<file path="src/rtl/updn_timer_pkg.sv">
package updn_timer_pkg;

    localparam int DATA_W  = 32;
    localparam int CODE_W  = 4;
    localparam int PCNT_W  = (1 << CODE_W) - 1;
    localparam int FLG_N   = 2;
    localparam int FLG_OVF = 0;
    localparam int FLG_UNF = 1;

    localparam int IDX_CTL  = 0;
    localparam int IDX_CMD  = 1;
    localparam int IDX_IEN  = 3;
    localparam int IDX_FLG  = 4;
    localparam int IDX_FSET = 5;
    localparam int IDX_FCLR = 6;
    localparam int IDX_TOP  = 7;
    localparam int IDX_CNT  = 9;

    typedef enum logic [1:0] {
        DIR_UP   = 2'd0,
        DIR_DOWN = 2'd1,
        DIR_RSV2 = 2'd2,
        DIR_RSV3 = 2'd3
    } dir_e;

    typedef struct packed {
        logic [CODE_W-1:0] presc;
        logic [1:0]        src;
        logic              one_shot;
        dir_e              dir;
    } ctl_t;

    function automatic ctl_t ctl_from_word(input logic [DATA_W-1:0] w);
        ctl_t c;
        c.presc    = w[27:24];
        c.src      = w[17:16];
        c.one_shot = w[4];
        c.dir      = dir_e'(w[1:0]);
        return c;
    endfunction

    function automatic logic [DATA_W-1:0] ctl_to_word(input ctl_t c);
        logic [DATA_W-1:0] w;
        w        = '0;
        w[27:24] = c.presc;
        w[17:16] = c.src;
        w[4]     = c.one_shot;
        w[1:0]   = c.dir;
        return w;
    endfunction

    function automatic logic [PCNT_W-1:0] tick_mask(input logic [CODE_W-1:0] code);
        return (PCNT_W'(1) << code) - PCNT_W'(1);
    endfunction

endpackage

</file>
<file path="src/rtl/updn_timer_presc.sv">
module updn_timer_presc
    import updn_timer_pkg::*;
(
    input  logic              clk,
    input  logic              rst,
    input  logic              run,
    input  logic              restart,
    input  logic              src_ok,
    input  logic [CODE_W-1:0] code,
    output logic              tick
);

    logic [PCNT_W-1:0] phase_q;
    logic [PCNT_W-1:0] mask;

    assign mask = tick_mask(code);

    always_ff @(posedge clk) begin
        if (rst || restart) begin
            phase_q <= '0;
        end else if (run) begin
            phase_q <= phase_q + PCNT_W'(1);
        end
    end

    assign tick = run && src_ok && ((phase_q & mask) == mask);

endmodule

</file>
<file path="src/rtl/updn_timer_cnt.sv">
module updn_timer_cnt
    import updn_timer_pkg::*;
#(
    parameter int CNT_W = 16
) (
    input  logic             clk,
    input  logic             rst,
    input  logic             tick,
    input  ctl_t             ctl,
    input  logic [CNT_W-1:0] top,
    input  logic             start,
    input  logic             stop,
    input  logic             ld,
    input  logic [CNT_W-1:0] ld_val,
    output logic [CNT_W-1:0] cnt,
    output logic             running,
    output logic [FLG_N-1:0] hw_set
);

    logic             down;
    logic             at_top;
    logic             at_zero;
    logic             ovf_ev;
    logic             unf_ev;
    logic [CNT_W-1:0] cnt_q;
    logic [CNT_W-1:0] cnt_d;
    logic             run_q;

    assign down    = (ctl.dir == DIR_DOWN);
    assign at_top  = (cnt_q == top);
    assign at_zero = (cnt_q == '0);
    assign ovf_ev  = tick && !down && at_top && !ld;
    assign unf_ev  = tick && down && at_zero && !ld;

    always_comb begin
        cnt_d = cnt_q;
        if (ld) begin
            cnt_d = ld_val;
        end else if (tick) begin
            if (down) begin
                cnt_d = at_zero ? top : cnt_q - CNT_W'(1);
            end else begin
                cnt_d = at_top ? '0 : cnt_q + CNT_W'(1);
            end
        end
    end

    always_ff @(posedge clk) begin
        if (rst) begin
            cnt_q <= '0;
            run_q <= 1'b0;
        end else begin
            cnt_q <= cnt_d;
            if (stop) begin
                run_q <= 1'b0;
            end else if (start) begin
                run_q <= 1'b1;
            end else if (ctl.one_shot && (ovf_ev || unf_ev)) begin
                run_q <= 1'b0;
            end
        end
    end

    always_comb begin
        hw_set          = '0;
        hw_set[FLG_OVF] = ovf_ev;
        hw_set[FLG_UNF] = unf_ev;
    end

    assign cnt     = cnt_q;
    assign running = run_q;

endmodule

</file>
<file path="src/rtl/updn_timer_regs.sv">
module updn_timer_regs
    import updn_timer_pkg::*;
#(
    parameter int CNT_W  = 16,
    parameter int ADDR_W = 8
) (
    input  logic              clk,
    input  logic              rst,
    input  logic [ADDR_W-1:0] addr,
    input  logic              wr,
    input  logic              rd,
    input  logic [DATA_W-1:0] wdata,
    output logic [DATA_W-1:0] rdata,
    input  logic [CNT_W-1:0]  cnt,
    input  logic [FLG_N-1:0]  hw_set,
    output ctl_t              ctl,
    output logic [FLG_N-1:0]  ien,
    output logic [FLG_N-1:0]  flags,
    output logic [CNT_W-1:0]  top,
    output logic              cmd_start,
    output logic              cmd_stop,
    output logic              cnt_ld,
    output logic [CNT_W-1:0]  cnt_ld_val
);

    localparam int WORD_W = ADDR_W - 2;
    localparam logic [WORD_W-1:0] W_CTL  = WORD_W'(IDX_CTL);
    localparam logic [WORD_W-1:0] W_CMD  = WORD_W'(IDX_CMD);
    localparam logic [WORD_W-1:0] W_IEN  = WORD_W'(IDX_IEN);
    localparam logic [WORD_W-1:0] W_FLG  = WORD_W'(IDX_FLG);
    localparam logic [WORD_W-1:0] W_FSET = WORD_W'(IDX_FSET);
    localparam logic [WORD_W-1:0] W_FCLR = WORD_W'(IDX_FCLR);
    localparam logic [WORD_W-1:0] W_TOP  = WORD_W'(IDX_TOP);
    localparam logic [WORD_W-1:0] W_CNT  = WORD_W'(IDX_CNT);

    logic [WORD_W-1:0] word;
    logic [FLG_N-1:0]  sw_set;
    logic [FLG_N-1:0]  sw_clr;
    ctl_t              ctl_q;
    logic [FLG_N-1:0]  ien_q;
    logic [FLG_N-1:0]  flg_q;
    logic [CNT_W-1:0]  top_q;
    logic              unused_bits;

    assign word        = addr[ADDR_W-1:2];
    assign unused_bits = ^{addr[1:0], wdata};

    assign sw_set     = (wr && word == W_FSET) ? wdata[FLG_N-1:0] : '0;
    assign sw_clr     = (wr && word == W_FCLR) ? wdata[FLG_N-1:0] : '0;
    assign cmd_start  = wr && (word == W_CMD) && wdata[0];
    assign cmd_stop   = wr && (word == W_CMD) && wdata[1];
    assign cnt_ld     = wr && (word == W_CNT);
    assign cnt_ld_val = wdata[CNT_W-1:0];

    always_ff @(posedge clk) begin
        if (rst) begin
            ctl_q <= ctl_from_word('0);
            ien_q <= '0;
            flg_q <= '0;
            top_q <= '1;
        end else begin
            if (wr && word == W_CTL) begin
                ctl_q <= ctl_from_word(wdata);
            end
            if (wr && word == W_IEN) begin
                ien_q <= wdata[FLG_N-1:0];
            end
            if (wr && word == W_TOP) begin
                top_q <= wdata[CNT_W-1:0];
            end
            flg_q <= (flg_q & ~sw_clr) | sw_set | hw_set;
        end
    end

    always_comb begin
        rdata = '0;
        if (rd) begin
            case (word)
                W_CTL:   rdata = ctl_to_word(ctl_q);
                W_IEN:   rdata[FLG_N-1:0] = ien_q;
                W_FLG:   rdata[FLG_N-1:0] = flg_q;
                W_TOP:   rdata[CNT_W-1:0] = top_q;
                W_CNT:   rdata[CNT_W-1:0] = cnt;
                default: rdata = '0;
            endcase
        end
    end

    assign ctl   = ctl_q;
    assign ien   = ien_q;
    assign flags = flg_q;
    assign top   = top_q;

endmodule

</file>
<file path="src/rtl/updn_timer.sv">
module updn_timer
    import updn_timer_pkg::*;
#(
    parameter int CNT_W  = 16,
    parameter int ADDR_W = 8
) (
    input  logic              clk,
    input  logic              rst,
    input  logic [ADDR_W-1:0] bus_addr,
    input  logic              bus_wr,
    input  logic              bus_rd,
    input  logic [DATA_W-1:0] bus_wdata,
    output logic [DATA_W-1:0] bus_rdata,
    output logic              irq
);

    ctl_t             ctl;
    logic [FLG_N-1:0] ien;
    logic [FLG_N-1:0] flags;
    logic [FLG_N-1:0] hw_set;
    logic [CNT_W-1:0] top_val;
    logic [CNT_W-1:0] cnt;
    logic [CNT_W-1:0] cnt_ld_val;
    logic             cmd_start;
    logic             cmd_stop;
    logic             cnt_ld;
    logic             running;
    logic             tick;
    logic             cnt_down;

    updn_timer_regs #(.CNT_W(CNT_W), .ADDR_W(ADDR_W)) regs_i (
        .clk        (clk),
        .rst        (rst),
        .addr       (bus_addr),
        .wr         (bus_wr),
        .rd         (bus_rd),
        .wdata      (bus_wdata),
        .rdata      (bus_rdata),
        .cnt        (cnt),
        .hw_set     (hw_set),
        .ctl        (ctl),
        .ien        (ien),
        .flags      (flags),
        .top        (top_val),
        .cmd_start  (cmd_start),
        .cmd_stop   (cmd_stop),
        .cnt_ld     (cnt_ld),
        .cnt_ld_val (cnt_ld_val)
    );

    updn_timer_presc presc_i (
        .clk     (clk),
        .rst     (rst),
        .run     (running),
        .restart (cmd_start),
        .src_ok  (ctl.src == 2'd0),
        .code    (ctl.presc),
        .tick    (tick)
    );

    updn_timer_cnt #(.CNT_W(CNT_W)) cnt_i (
        .clk     (clk),
        .rst     (rst),
        .tick    (tick),
        .ctl     (ctl),
        .top     (top_val),
        .start   (cmd_start),
        .stop    (cmd_stop),
        .ld      (cnt_ld),
        .ld_val  (cnt_ld_val),
        .cnt     (cnt),
        .running (running),
        .hw_set  (hw_set)
    );

    assign cnt_down = (ctl.dir == DIR_DOWN);
    assign irq      = |(flags & ien);

endmodule

</file>
<file path="config.mk">
export PLATFORM = sky130hd
export DESIGN_NAME = updn_timer
export DESIGN_NICKNAME = d
export VERILOG_FILES = /design/src/rtl/updn_timer_pkg.sv /design/src/rtl/updn_timer_presc.sv /design/src/rtl/updn_timer_cnt.sv /design/src/rtl/updn_timer_regs.sv /design/src/rtl/updn_timer.sv
export SDC_FILE = /design/constraint.sdc
export NUM_CORES = 1
export LEC_CHECK = 0
export ABC_AREA = 1
export ABC_CLOCK_PERIOD_IN_PS = 2800
export BUFFER_PORTS_ARGS = -buffer_cell sky130_fd_sc_hd__buf_2
export CORE_MARGIN = 1
export CORE_UTILIZATION = 46
export CTS_CLUSTER_DIAMETER = 50
export DETAILED_ROUTE_END_ITERATION = 8
export PLACE_DENSITY = 0.67
export SLEW_MARGIN = 0
export SYNTH_ARGS = -nofsm -noshare
export SYNTH_HDL_FRONTEND = slang
export SYNTH_SLANG_ARGS = --single-unit
</file>
<file path="constraint.sdc">
create_clock -name clk -period 2.8 [get_ports clk]
set_input_delay 0.7 -clock clk [delete_from_list [all_inputs] [get_ports clk]]
set_output_delay 0.7 -clock clk [all_outputs]
set_load 0.005 [all_outputs]
</file>
# Word level (Yosys, flattened, before mapping)
# Index checks and enable logic that the tools add are counted.
dict set report word_totals {
  reg_bits 61
  latch_bits 0
  ram_bits 0
  mem_bits_ro 0
  input_bits 44
  wordCells 73
  memories 0
}
dict set report classes {
  n_addsub 4
  mul 0
  div 0
  magnitude_cmp 0
  eq_ne 10
  n_shift 1
  mux 13
  bitwise 6
  n_reduce_logical 29
}
# cell count
set op_table {}
lappend op_table {{16-bit 2-to-1 mux} 5}
lappend op_table {{14-bit one-hot mux with 3 select lines} 1}
lappend op_table {{32-bit 2-to-1 mux} 1}
lappend op_table {{6-bit by 3-bit == test with 1-bit output, second input constant} 4}
lappend op_table {{1-bit logical AND} 18}
lappend op_table {{16-bit by 1-bit adder with 16-bit output, second input constant} 1}
lappend op_table {{16-bit == test} 1}
lappend op_table {{16-bit logical NOT} 1}
lappend op_table {{16-bit by 1-bit subtractor with 16-bit output, second input constant} 1}
lappend op_table {{15-bit by 1-bit adder with 15-bit output, second input constant} 1}
lappend op_table {{15-bit bitwise AND} 1}
lappend op_table {{15-bit == test} 1}
lappend op_table {{1-bit by 4-bit << shifter with 15-bit output, first input constant} 1}
lappend op_table {{15-bit by 2-bit subtractor with 15-bit output, second input constant} 1}
lappend op_table {{12-bit 2-to-1 mux} 1}
lappend op_table {{2-bit one-hot mux with 5 select lines} 1}
lappend op_table {{6-bit by 1-bit == test with 1-bit output, second input constant} 1}
lappend op_table {{6-bit by 2-bit == test with 1-bit output, second input constant} 1}
lappend op_table {{6-bit by 4-bit == test with 1-bit output, second input constant} 1}
lappend op_table {{6-bit logical NOT} 1}
lappend op_table {{2-bit bitwise AND} 2}
lappend op_table {{2-bit 2-to-1 mux} 2}
lappend op_table {{2-bit OR} 2}
lappend op_table {{2-bit nonzero test} 2}
lappend op_table {{7 further kinds} 11}

# Depth between registers and ports, before layout
# Gate-level depths: netlist of run 1.
dict set report depth {
  word_depth 12
  ltp_mapped 17
  mapped_depth_nobuf 15
}

# Modules after synthesis
# From an unflattened synthesis of run 1, not the netlist that was laid out.
dict set report unflattened {
  cells_unflattened 875
  area_unflattened_um2 5148.7
}
# module n_inst cells_per_inst area_per_inst_um2
set by_module_without_submodules {}
lappend by_module_without_submodules {updn_timer_cnt 1 427 2284.7}
lappend by_module_without_submodules {updn_timer_regs 1 280 1816.7}
lappend by_module_without_submodules {updn_timer_presc 1 164 1032.2}
lappend by_module_without_submodules {updn_timer 1 4 15.0}

# Worst setup path before layout of run 1
# Ideal clock, no wire load.
dict set report synth_path {
  kind {input to output}
  start {input bus_addr[7]}
  end {output bus_rdata[10]}
  t_arrival_ns 1.759
  required_ns 2.100
  slack_ns 0.341
  stages 6
  path_buffers 1
  path_cell_list {nor2_1 > nand3_1 > nor2_1 > clkbuf_1 > nand2_1 > a21oi_1}
}
dict set report synth_via {
  elab_chain_cells 3
}
# element line
set synth_rtl {}
lappend synth_rtl {{start, declared} updn_timer.sv:9} ;# input logic [ADDR_W-1:0] bus_addr,
lappend synth_rtl {{6-bit by 4-bit == test with 1-bit output (tied with other cells)} updn_timer_regs.sv:78} ;# case (word)
lappend synth_rtl {{14-bit one-hot mux with 3 select lines *} updn_timer_regs.sv:78}
lappend synth_rtl {{32-bit 2-to-1 mux *} updn_timer_regs.sv:77} ;# if (rd) begin
lappend synth_rtl {{end, declared} updn_timer.sv:13} ;# output logic [DATA_W-1:0] bus_rdata,
# Every way passes the cells marked *; elsewhere a longest branch is shown, timed or not.

# Final worst setup path of run 1
dict set report layout_path {
  start {input bus_addr[7]}
  end {output bus_rdata[8]}
}
# The elaborated chain is that of the path after synthesis.

==> flow_summary.ini, run 1 <==
[status]
run_status = finished clean

[clock_tree]
numCtsBuffers = 9
cts_hold_buf = 0
post_cts_resized = 0
post-cts-setup-buffer-count = 0
cts_tree = built
cts.path.max_buffers = 2
h-tree-depth = 3
clkTransAtPathRegs_ps = 70
insertion_delay_ps = 370
cts.sink_count = 61
clock_tree.root_cell = clkbuf_8

[finish]
final_net_count = 910
drive_gt1_frac = 0.136
layout.core_utilization = 0.551
ff_latch_area_um2 = 1220
insertedDiodeCount = 0
fillerInstances = 1025
final_cells = 999
area_of_the_multi_input_gates_um2 = 3000
areaGrowthSynthToFinish_pct = 14.6

[setup_path]
timing.rr.start = regs_i.ctl[6]
reg2regPathDepth = 14
worstPathMaxFanout = 13
path_class = primary input to primary output
worst_setup_path_start_kind = primary input
launching_element_of_the_worst_setup_path = bus_addr[7]
end_kind = primary output
regToRegEndpoint = cnt_i.cnt[14]
critPathArrivalTime_ps = 1950
r2r_slack_ps = 290
worst-endpoint-required_ps = 2100

[min_path]
worst_hold_path.num_cells = 2
hold_end = presc_i.phase_q[14]
hold_path_class = flip-flop to flip-flop
worstHoldStart = presc_i.phase_q[14]

[sta]
worst_clk_skew_ps = 10.3
maxSlewViolCount = 0
rsz_0062_raised_after_global_routing = no
setup-violations-final = 0
period_needed_ps = 2650
timing.max_slew.rel_slack = 0.570
setup_slack_after_layout_ps = 148
finalCritPeriodShare = 0.947
finalSetupTns_ps = 0
timing.fmax_mhz = 377
timing_worst_slew_pin_value_ps = 644
hold_viol_final = 0

[grt]
grt_pass1_wl_um = 24100
grt_pass1_vias = 4884
grt_max_degree = 34
globalRoute.totalOverflow = 0
grt_antenna_before_repair = 0
grtUsageTotal = 0.283

[power]
clock_power_share = 0.489
power_switching_mw = 0.472
p_sw_frac = 0.235
p_per_area_nw_per_um2 = 369
p_int_mw = 1.54
share_comb_of_total_power = 0.075
power.share.sequential = 0.436
total_leakage_power_nw = 2.49
p_total_mw = 2.01
vdd.ir_drop.worst_uv = 312

[detailed_routing]
drtPass1Iterations = 7
drt_drc_violations_left = 0
viasPerCell = 5.33
route.antenna.remaining_nets = 0
postRouteWirelength_um = 14800
route.detailed.wl_per_inst_um = 14.8
drt-initial-drc-count = 363
vias = 5328

[placement]
post-place-ws_ps = 179
globalplace.congestion = 0.961
hpwl_um = 11200
dp_cells = 983
portBuffers = 54

[logic_synthesis]
yosys_warnings = 0
synthTopCellsByArea = dfxtp_1 (26%), nand2_1 (19%), nor2_1 (8.2%)
syn_area_um2 = 4740
synth.ff_latch_count = 61
yosysSeqAreaShare = 0.258
postSynthAreaPerCell_um2 = 5.90
synth_enable_flop_cells = 0
synth_top_cell_by_area = dfxtp_1
synth.top_cells.by_count = nand2_1 (244), nor2_1 (104), inv_1 (78)
ys_types = 42
synthFlopType = dfxtp_1
yosysMostFrequentCell = nand2_1
syn_inst = 804
yosysTopAreaCellShare = 0.258
synth_async_sr_flop_share = 0

[run]
maxcap_violations = 0

[floorplan]
core-area_um2 = 9860
initial_core_util = 0.481
rows = 36
pin_count = 77
die_h_um = 104
dieArea_um2 = 10700
dieWidth_um = 104
==> state kept, by name (all words and copies together) (netlist names) <==
register,count
regs_i.ctl,9
cnt_i.running,1
cnt_i.cnt,16
regs_i.top,16
regs_i.ien,2
regs_i.flags,2
presc_i.phase_q,15
==> metal layers <==
| layer | global-route usage | up-vias | wire [um] |
|---|---|---|---|
| li1 | - | 2683 | - |
| met2 | 0.468 | 189 | 6880 |
| met3 | 0.0699 | 34 | 926 |
| met4 | 0.120 | 0 | 405 |
| met1 | 0.348 | 2422 | 6610 |
| met5 | 0 | - | 0 |
==> logic make-up after synthesis <==
group	Yosys count	share of synthesized area
AND/OR/NAND/NOR	443	0.397
AO/OA/AOI/OAI	135	0.160
buffers and inverters	130	0.117
flip-flops	61	0.258
XOR/XNOR	28	0.0517
adder cells (fa/ha/maj)	5	0.0132
other	1	0.000791
multiplexers	1	0.00211
==> critical path, stage by stage <==
cell and delay (ps):
buf_2 90, nor2_1 150, nand3_1 170, nor2_1 260
buf_4 250, nand2_1 70, a21oi_1 130, buf_2 130
==> worst max-delay path by stage <==
stage                          to  slack [ps]  cells after the start
finish               bus_rdata[8]         150                      8
global route        bus_rdata[10]           5                      8
CTS                  bus_rdata[8]         170                      8
detailed placement   bus_rdata[8]         180                      8
global placement     bus_rdata[8]         190                      8
floorplan           bus_rdata[10]         340                      6
==> through the flow <==
step	area (um2)	hold WS [ps]
final	5440	495
after floorplan	4770	444
after global routing	5440	531
after CTS	5440	494
after global placement	5190	465
after detailed placement	5190	482
==> power groups by stage <==
stage	combinational (mW)	clock [mW]	sequential (mW)
detailed placement	0.147	0	0.896
global placement	0.145	0	0.896
global route	0.166	1.04	0.876
finish	0.151	0.982	0.876
CTS	0.148	1.00	0.876
floorplan	0.0958	0	0.894
==> layout by cell type (no fill, tap or decap), drive strengths merged, types with 16 or more instances in the layout <==
cell and count:
o211ai 16, o21ai 51, nand2 246, nor2 110, buf 84, dfxtp 61
xor2 23, nand3 44, inv 81, nand4 22, a21oi 50
==> layout make-up <==
| type | count | area share |
|---|---|---|
| Clock inverter | 4 | 0.0175 |
| Multi-Input combinational cell | 622 | 0.552 |
| Tap cell | 133 | 0.0306 |
| Inverter | 83 | 0.0576 |
| Sequential cell | 61 | 0.225 |
| Timing Repair Buffer | 84 | 0.0912 |
| Clock buffer | 12 | 0.0267 |
(Power assumes the default switching activity.)
==> run 2: changes to the inputs <==
--- a/config.mk
+++ b/config.mk
@@ -16,4 +16,5 @@
 export SLEW_MARGIN = 0
 export SYNTH_ARGS = -nofsm -noshare
 export SYNTH_HDL_FRONTEND = slang
+export SYNTH_HIERARCHICAL = 1
 export SYNTH_SLANG_ARGS = --single-unit
==> flow_summary.ini, run 2 <==
[floorplan]
rows = 38
die_h_um = 108
dieArea_um2 = 11600
pin_count = 77
initial_core_util = 0.473
core-area_um2 = 10900
dieWidth_um = 108

[logic_synthesis]
synth_async_sr_flop_share = 0
synthFlopType = dfxtp_1
syn_inst = 875
yosysMostFrequentCell = nand2_1
yosysTopAreaCellShare = 0.237
synth.ff_latch_count = 61
synth_top_cell_by_area = dfxtp_1
yosys_warnings = 6
yosysSeqAreaShare = 0.237
synthTopCellsByArea = dfxtp_1 (24%), nand2_1 (18%), nand3_1 (11%)
ys_types = 39
synth_enable_flop_cells = 0
synth.top_cells.by_count = nand2_1 (249), nor2_1 (116), nand3_1 (109)
syn_area_um2 = 5150
postSynthAreaPerCell_um2 = 5.88

[grt]
grt_antenna_before_repair = 0
grtUsageTotal = 0.269
grt_pass1_wl_um = 24300
grt_pass1_vias = 4890
globalRoute.totalOverflow = 0
grt_max_degree = 26

[finish]
insertedDiodeCount = 0
areaGrowthSynthToFinish_pct = 8.53
ff_latch_area_um2 = 1220
final_net_count = 959
final_cells = 1053
area_of_the_multi_input_gates_um2 = 3210
drive_gt1_frac = 0.149
layout.cells.most_common = nand2_1
fillerInstances = 1163
final_cell_mix = nand2_1 (249), nor2_1 (116), nand3_1 (109)

[clock_tree]
clock_tree.root_cell = clkbuf_8
post_cts_resized = 0
cts.path.max_buffers = 2
clkTransAtPathRegs_ps = 70
numCtsBuffers = 9
cts_tree = built
cts.sink_count = 61
insertion_delay_ps = 360
h-tree-depth = 3
cts_hold_buf = 0

[run]
maxcap_violations = 0

[sta]
hold_viol_final = 0
maxSlewViolCount = 0
timing.max_slew.rel_slack = 0.476
timing_worst_slew_pin_value_ps = 784
rsz_0062_raised_after_global_routing = no
period_needed_ps = 2580
finalSetupTns_ps = 0
finalCritPeriodShare = 0.921
worst_clk_skew_ps = 16.1
setup-violations-final = 0
timing.fmax_mhz = 388

[setup_path]
worst_setup_path_start_kind = primary input
r2r_slack_ps = 250
critPathArrivalTime_ps = 1880
end_kind = primary output
worstPathMaxFanout = 14
worst-endpoint-required_ps = 2100
path_class = primary input to primary output

[status]
run_status = finished clean

[detailed_routing]
drtPass1Iterations = 6
vias = 5514
viasPerCell = 5.24
route.detailed.wl_per_inst_um = 14.0
postRouteWirelength_um = 14700
route.antenna.remaining_nets = 0
drt_drc_violations_left = 0
drt-initial-drc-count = 547

[placement]
globalplace.congestion = 0.934
hpwl_um = 10800
portBuffers = 54
dp_cells = 1037

[power]
total_leakage_power_nw = 2.81
vdd.ir_drop.worst_uv = 213
p_per_area_nw_per_um2 = 339

[min_path]
hold_path_class = flip-flop to flip-flop
==> run 2: worst max-delay path, cell delays in order <==
cell and delay [ps]:
buf_2 120, nor2_4 230, nand2_4 120, inv_2 260, nand2_1 90, a21oi_1 200, buf_2 150
==> run 2: kinds of logic after synthesis <==
kind of cell	Yosys count	synth area share
other	1	0.000728
and+or+nand+nor	537	0.469
AOI/OAI and AO/OA	97	0.101
buffers and inverters	154	0.146
adders and majority gates	5	0.0122
xor gates and xnor gates	20	0.0340
DFF	61	0.237
==> run 2: final timing paths <==
| path | from | to | cells past startpoint |
|---|---|---|---|
| worst max register to register | regs_i/ctl[6] | cnt_i/running | 18 |
| worst min-delay path | presc_i/phase_q[11] | presc_i/phase_q[11] | 2 |
| worst max-delay path | bus_addr[7] | bus_rdata[5] | 7 |
| worst min register to register | presc_i/phase_q[11] | presc_i/phase_q[11] | 2 |
==> run 2: through the flow <==
stage          setup WS [ps]  cell area (um2)   util  power [mW]  hold WS, ps
2_1_floorplan            360             5180      -        1.02          438
3_3_place_gp             218             5370  0.494        1.06          461
3_5_place_dp             232             5370  0.494        1.06          460
4_1_cts                  208             5570  0.512        1.91          473
5_1_grt                 62.1             5590  0.513        1.96          497
6_report                 221             5590  0.513        1.90          477
==> run 2: final cells by class <==
class,instances,area share
clock buffers,13,0.0302
clock inverters,1,0.00537
inverters,94,0.0636
multi-input cells,669,0.574
flip-flops and latches,61,0.219
well taps,140,0.0313
repair buffers,75,0.0766
==> run 2: routing by layer <==
layer	vias to the layer above	GRT usage	wire (um)
li1	2805	-	-
met5	-	0	0
met4	0	0.0890	278
met3	22	0.0406	1140
met1	2486	0.379	6830
met2	201	0.414	6480
==> run 2: report_power, final <==
group          switching, mW  internal [mW]
logic                  0.114         0.0557
registers            0.00693          0.872
clock network          0.373          0.475
==> run 2: what timing repair did <==
action,4_1_cts,5_1_grt
buffers inserted,0,2
hold endpoints to repair,0,0
endpoints found under the setup margin,0,1
